$ cat src/rtl/sdl_pkg.sv
package sdl_pkg;
  typedef enum logic [1:0] {
    SDL_SEPARATE  = 2'd0,
    SDL_CHAINED   = 2'd1,
    SDL_TAPPED    = 2'd2,
    SDL_SEPARATE2 = 2'd3
  } sdl_mode_e;

  function automatic logic sdl_is_chained(input sdl_mode_e m);
    return (m == SDL_CHAINED) || (m == SDL_TAPPED);
  endfunction
endpackage

$ cat src/rtl/sdl_cfg.sv
module sdl_cfg #(
  parameter int EXT_MAX = 80,
  parameter int EXT_W   = 7
) (
  input  logic               clk,
  input  logic               rst,
  input  logic [1:0]         mode,
  input  logic               share_in,
  input  logic [EXT_W-1:0]   ext_a,
  input  logic [EXT_W-1:0]   ext_b,
  output sdl_pkg::sdl_mode_e mode_q,
  output logic               share_q,
  output logic [EXT_W-1:0]   ext_a_q,
  output logic [EXT_W-1:0]   ext_b_q,
  output logic               err_q
);
  localparam logic [EXT_W-1:0] LIMIT = EXT_W'(EXT_MAX);

  logic over_a, over_b;
  assign over_a = ext_a > LIMIT;
  assign over_b = ext_b > LIMIT;

  always_ff @(posedge clk) begin
    if (rst) begin
      mode_q  <= sdl_pkg::sdl_mode_e'(mode);
      share_q <= share_in;
      ext_a_q <= over_a ? LIMIT : ext_a;
      ext_b_q <= over_b ? LIMIT : ext_b;
      err_q   <= over_a | over_b;
    end
  end
endmodule

$ cat src/rtl/sdl_half.sv
module sdl_half #(
  parameter int FIXED_LEN = 20,
  parameter int EXT_MAX   = 80,
  parameter int EXT_W     = 7
) (
  input  logic             clk,
  input  logic             rst,
  input  logic             ce,
  input  logic             din,
  input  logic [EXT_W-1:0] ext,
  output logic             dout
);
  localparam int MAX_LEN = FIXED_LEN + EXT_MAX;
  localparam int CHAIN   = MAX_LEN - 1;
  localparam int IDX_W   = $clog2(MAX_LEN);

  logic [CHAIN-1:0] cells;
  logic [IDX_W-1:0] pick;

  // The output register is the last stage, so the chain feeding it is one
  // cell shorter than the programmed length.
  assign pick = IDX_W'(FIXED_LEN - 2) + IDX_W'(ext);

  always_ff @(posedge clk) begin
    if (rst) begin
      cells <= '0;
      dout  <= 1'b0;
    end else if (ce) begin
      cells <= {cells[CHAIN-2:0], din};
      dout  <= cells[pick];
    end
  end
endmodule

$ cat src/rtl/split_delay_line.sv
module split_delay_line #(
  parameter int FIXED_LEN = 20,
  parameter int EXT_MAX   = 80,
  parameter int EXT_W     = 7
) (
  input  logic             clk,
  input  logic             rst,
  input  logic             ce,
  input  logic [1:0]       mode,
  input  logic             share_in,
  input  logic [EXT_W-1:0] ext_a,
  input  logic [EXT_W-1:0] ext_b,
  input  logic             din_a,
  input  logic             din_b,
  output logic             out_a,
  output logic             out_b,
  output logic             tap_out,
  output logic             config_error
);
  import sdl_pkg::*;

  sdl_mode_e        mode_eff;
  logic             share_eff;
  logic [EXT_W-1:0] ext_a_eff, ext_b_eff;
  logic             a_q, b_q, b_in, chained;

  sdl_cfg #(.EXT_MAX(EXT_MAX), .EXT_W(EXT_W)) u_cfg (
    .clk(clk), .rst(rst), .mode(mode), .share_in(share_in),
    .ext_a(ext_a), .ext_b(ext_b), .mode_q(mode_eff), .share_q(share_eff),
    .ext_a_q(ext_a_eff), .ext_b_q(ext_b_eff), .err_q(config_error)
  );

  assign chained = sdl_is_chained(mode_eff);
  assign b_in    = chained ? a_q : (share_eff ? din_a : din_b);

  sdl_half #(.FIXED_LEN(FIXED_LEN), .EXT_MAX(EXT_MAX), .EXT_W(EXT_W)) u_half_a (
    .clk(clk), .rst(rst), .ce(ce), .din(din_a), .ext(ext_a_eff), .dout(a_q)
  );

  sdl_half #(.FIXED_LEN(FIXED_LEN), .EXT_MAX(EXT_MAX), .EXT_W(EXT_W)) u_half_b (
    .clk(clk), .rst(rst), .ce(ce), .din(b_in), .ext(ext_b_eff), .dout(b_q)
  );

  assign out_a   = chained ? 1'b0 : a_q;
  assign tap_out = (mode_eff == SDL_TAPPED) ? a_q : 1'b0;
  assign out_b   = b_q;
endmodule

$ cat config.mk
export PLATFORM = sky130hd
export DESIGN_NAME = split_delay_line
export DESIGN_NICKNAME = d
export VERILOG_FILES = /design/src/rtl/sdl_pkg.sv /design/src/rtl/sdl_cfg.sv /design/src/rtl/sdl_half.sv /design/src/rtl/split_delay_line.sv
export SDC_FILE = /design/constraint.sdc
export NUM_CORES = 1
export LEC_CHECK = 0
export ABC_AREA = 1
export BUFFER_PORTS_ARGS = -buffer_cell sky130_fd_sc_hd__buf_2
export CAP_MARGIN = 0
export CELL_PAD_IN_SITES_DETAIL_PLACEMENT = 0
export CELL_PAD_IN_SITES_GLOBAL_PLACEMENT = 1
export CORE_ASPECT_RATIO = 0.75
export CORE_MARGIN = 2
export CORE_UTILIZATION = 40
export CTS_CLUSTER_SIZE = 28
export DETAILED_ROUTE_END_ITERATION = 16
export HOLD_SLACK_MARGIN = 0.05
export PLACE_DENSITY = 0.66
export REMOVE_ABC_BUFFERS = 1
export SYNTH_ARGS = -nofsm -noshare
export SYNTH_HDL_FRONTEND = slang
export SYNTH_SLANG_ARGS = --single-unit
export TNS_END_PERCENT = 10
$ cat constraint.sdc
create_clock -name clk -period 2.3 [get_ports clk]
set_input_delay 0.23 -clock clk [delete_from_list [all_inputs] [get_ports clk]]
set_output_delay 0.23 -clock clk [all_outputs]
set_load 0.01 [all_outputs]
Word-level counts from Yosys, hierarchy flattened
Index checks and enable logic that the tools add are counted.
{"block": "word_totals", "inputBits": 22, "romBits": 0, "latchBits": 0, "mem_bits_rw": 0, "memories": 0, "ff_bits": 218, "output_inout_bits": 4}
{"block": "op_classes", "n_bitwise": 1, "n_shift": 0, "mux": 8, "eq_ne": 2, "magnitude_cmp": 4, "mul": 0, "addsub": 2, "div": 0, "n_reduce_logical": 1}
{"cell": "less-than comparator 7 x 8 -> 1 bit, second input constant", "n": 2}
{"cell": "adder 5 x 7 -> 7 bit, first input constant", "n": 2}
{"cell": "binary-select mux 1 bit (select 7 bit)", "n": 2}
{"cell": "> comparator 7 bit, second input constant", "n": 2}
{"cell": "two-way mux 1 bit", "n": 6}
{"cell": "== test 2 x 1 -> 1 bit, second input constant", "n": 1}
{"cell": "== test 2 bit, second input constant", "n": 1}
{"cell": "logical OR 1 bit", "n": 1}
{"cell": "OR 1 bit", "n": 1}

Longest topological paths before layout
{"block": "depth", "word_depth": 3, "mapped_depth": 15, "ltp_nobuf": 15}

Modules after synthesis
A second synthesis with hierarchy kept.
{"block": "hier_totals", "hier_cells": 1348, "area_unflattened_um2": 10058.4}
{"mod": "sdl_half", "area_each_um2": 4631.9, "cells_each": 634, "n_inst": 2}
{"mod": "sdl_cfg", "area_each_um2": 728.2, "cells_each": 65, "n_inst": 1}
{"mod": "split_delay_line", "area_each_um2": 66.3, "cells_each": 15, "n_inst": 1}

Least setup slack after synthesis
Ideal clock, no wire load.
{"block": "synth_timing", "path_kind": "reg2reg", "start": "register u_cfg.ext_b_q[2]", "end": "register u_half_b.dout", "t_required_ps": 2234, "synth_period_minus_slack_ps": 1721, "setup_ps": 66, "path_buffers": 1, "path_stages_with_launch": 13, "arrival_time_ps": 1655, "path_slack_ps": 579, "path_cell_list": "edfxtp_1 -> ha_1 -> buf_2 -> inv_1 -> nor2_2 -> nand2_1 -> nand2_1 -> nor2_1 -> nand2_1 -> nand3_1 -> a21oi_2 -> nand2_1 -> a21oi_2"}
{"block": "synth_between", "elab_chain_cells": 3}
{"item": "start, declared", "line_no": "sdl_cfg.sv:14", "rtl": "output logic [EXT_W-1:0] ext_b_q,"}
{"item": "start signal, assigned", "line_no": "sdl_cfg.sv:28", "rtl": "ext_b_q <= over_b ? LIMIT : ext_b;"}
{"item": "adder 5 x 7 -> 7 bit", "line_no": "sdl_half.sv:22", "rtl": "assign pick = IDX_W'(FIXED_LEN - 2) + IDX_W'(ext);"}
{"item": "binary-select mux 1 bit (select 7 bit)", "line_no": "sdl_half.sv:30", "rtl": "dout <= cells[pick];"}
{"item": "two-way mux 1 bit (not written as such)", "line_no": "sdl_half.sv:30"}
{"item": "end signal, assigned", "line_no": "sdl_half.sv:30"}
{"item": "end, declared", "line_no": "sdl_half.sv:11", "rtl": "output logic dout"}
Every way passes these cells. The select of a mux whose other input is x is not followed.
A chain may end at the register's enable or synchronous reset.

Worst setup path after layout
{"block": "layout_timing", "start": "register u_cfg.ext_a_q[1]", "end": "register u_half_a.dout"}
{"block": "layout_between", "elab_chain_cells": 3}
{"item": "start, declared", "line_no": "sdl_cfg.sv:13", "rtl": "output logic [EXT_W-1:0] ext_a_q,"}
{"item": "start signal, assigned", "line_no": "sdl_cfg.sv:27", "rtl": "ext_a_q <= over_a ? LIMIT : ext_a;"}
{"item": "adder 5 x 7 -> 7 bit", "line_no": "sdl_half.sv:22"}
{"item": "binary-select mux 1 bit (select 7 bit)", "line_no": "sdl_half.sv:30"}
{"item": "two-way mux 1 bit (not written as such)", "line_no": "sdl_half.sv:30"}
{"item": "end signal, assigned", "line_no": "sdl_half.sv:30"}
{"item": "end, declared", "line_no": "sdl_half.sv:11"}
Every way passes these cells. The select of a mux whose other input is x is not followed.

==> metrics <==
Worst Hold Slack 0.0723 ns; Num CTS Buffers 24; Die X 183 um; Worst VDD drop 487 uV; fin. max-slew vios 0; initial core utilization 0.403; cell taking the most area after synthesis dfxtp_1; first-pass GRT wire length 39.0 mm; GRT Total Usage 0.187; Max FO, Critical Path 43; pwr dens 879 nW/um^2; Buf/Inv on CP 2; hold depth 3; WL per Instance 14.9 um; fin crit share 0.880; Synth Instances 1295; Setup TNS 0 ns; port bufs 25; sequential cell area 4540 sq um; CP Launch Type flip-flop; Final Skew 0.00640 ns; critical path endpoint category flip-flop; Vias/cell 5.09; Synth Cell Area 9590 sq um; FF-to-FF setup slack 0.28 ns; die area 25200 sq um; # setup viols final 0; core area 23800 sq um; R2R cell count 10; Slowest-stage cell, CP xor2_1; FF-to-FF Start u_cfg.ext_a_q[1]; Non-Filler Instances 1603; Crit path arrival time 2.41 ns; Leak 4.40 nW; placed cell count 1547; DRT Wirelength 23.9 mm; residual DRC count 0; Avg Synthesized Cell Area 7.40 sq um; clk sinks 218; Final ANT Viol Nets 0; TritonRoute pass-1 iters 6; register area share after synthesis 0.474; Initial DRC Count 660; Place WS 0.282 ns; # fillers 2438; I/O Pins 26; status finished, final reports clean; Final WS setup 0.276 ns; Synth async-reset ratio 0; number of synthesized flops with an enable pin 18; post-detail-place hpwl 14.4 mm; RSZ-0062 raised after global routing no; CTS tree built; fmax 494 MHz; worst-path cell chain buf_12 > nand3_2 > xor2_1 > inv_2 > a21oi_1 > nand3_1 > nand3_1 > nand2_1 > nand2_1 > a21oi_1; Synth Register Bits 218; RR Endpoint u_half_a.dout; placed cell area 9920 sq um; slew margin rel. 0.613; Worst-path clk slew 0.06 ns; worst-margin pin slew 0.579 ns; Overall Power 9.53 mW; Distinct cells, synth 32; hold crit path type input port to flip-flop; synth top area cells dfxtp_1 42%, o21ai_0 12%, a21oi_1 12%; Endpoint, Worst Hold u_cfg.ext_a_q[3]; footprint of the multi-input gates 4050 sq um; CP delay by family, top XOR/XNOR gates; synth warn 0; Nets 1304; FP Rows 49; share of the synthesized area in the top cell type 0.418; grt ovf 0; initial antenna violation count 0; vias in the first global route 7185; Die H 138 um; Routability Congestion 0.800; Inserted Diodes 0; WP data required 2.69 ns; Area Overhead vs Synth 13.2%; HP Start ext_a[3]; Most used DFF post-synth dfxtp_1; critical path's largest stage delay 0.49 ns; final hold violation count 0; max_cap viols 0; Clk Tree Root Cell clkbuf_16; min cycle time layout 2.02 ns; via count 8152; maximum root-to-sink buffer count 3; Util after Layout 0.456; H-tree depth 1; Design Area, Final 10900 sq um; clk_lat worst skew 0.51 ns; setup bufs post-CTS 0; pin count of the biggest net entering global routing 139; layout cells sized above 1 0.0732; category of the most critical setup path flip-flop to flip-flop
-- sequential cells by signal, summed over array words and instances, names as in the netlist --
name,cells
u_half_b.dout,1
u_cfg.err_q,1
u_cfg.ext_b_q,7
u_half_b.cells,99
u_half_a.cells,99
u_cfg.ext_a_q,7
u_cfg.mode_q,2
u_half_a.dout,1
u_cfg.share_q,1
-- per-layer routing --
metal | global-route usage | share of wire
met4 | 0.0366 | 0.017
met3 | 0.0266 | 0.036
met5 | 0 | 0
met2 | 0.245 | 0.38
met1 | 0.315 | 0.57
-- cells in the mapped netlist, types with 3 or more instances --
| cell | count |
|---|---|
| o21ai_0 | 233 |
| a21oi_1 | 221 |
| dfxtp_1 | 200 |
| nand2_1 | 159 |
| inv_1 | 137 |
| nor2_1 | 85 |
| nand3_1 | 76 |
| clkbuf_1 | 58 |
| o211ai_1 | 29 |
| buf_2 | 27 |
| edfxtp_1 | 18 |
| buf_4 | 7 |
| xor2_1 | 5 |
| buf_1 | 4 |
| nor2_2 | 4 |
| buf_6 | 3 |
| ha_1 | 3 |
| inv_2 | 3 |
| o21ai_1 | 3 |
-- how the worst max path moves through the flow --
stage,startpoint,to,cells after the start
2_1_floorplan,rst,u_half_a.cells[11],3
3_3_place_gp,u_cfg.ext_a_q[1],u_half_a.dout,10
3_5_place_dp,u_cfg.ext_a_q[1],u_half_a.dout,10
4_1_cts,u_cfg.ext_a_q[1],u_half_a.dout,10
5_1_grt,u_cfg.ext_a_q[1],u_half_a.dout,11
6_report,u_cfg.ext_a_q[1],u_half_a.dout,10
-- cells by family after synthesis --
kind of cell | share of synthesized area
XOR/XNOR | 0.00639
AND/OR/NAND/NOR | 0.144
adder cells (fa/ha/maj) | 0.00391
buffers and inverters | 0.104
flip-flops | 0.474
AO/OA/AOI/OAI | 0.268
-- report_power, final --
part	internal [mW]	switching, mW	leakage, nW
Combinational	0.459	0.875	2.18
Sequential	4.09	0.139	1.83
Clock	2.42	1.55	0.397
Total	6.97	2.56	4.40
-- tightest hold or removal path, cell delays in order --
cell    delay (ns)
buf_2         0.07
inv_1         0.04
nor2_1        0.11
-- area by class of cell --
type,count,share of cell area
repair buffers,57,0.0474
flip-flops and latches,218,0.419
inverters,143,0.0502
multi-input cells,835,0.373
well taps,306,0.0353
clock inverters,9,0.0111
clock buffers,35,0.0639
-- layout by cell type (no fill, tap or decap), drive strengths merged, types with 2 or more instances in the layout --
cell type	n
o21ai	236
a21oi	223
dfxtp	200
nand2	159
inv	143
nor2	91
nand3	78
buf	45
clkbuf	35
o211ai	29
edfxtp	18
dlygate4sd3	12
clkinv	6
xor2	5
ha	3
bufinv	3
a41oi	2
xnor2	2
a211oi	2
-- what timing repair did --
| action | CTS | global route |
|---|---|---|
| hold buffers | 12 | 0 |
| endpoints found under the setup margin | 0 | 0 |
| resized for setup | 0 | 0 |
| hold endpoints to repair | 12 | 0 |
No activity file was read; power rests on OpenSTA's default activity.
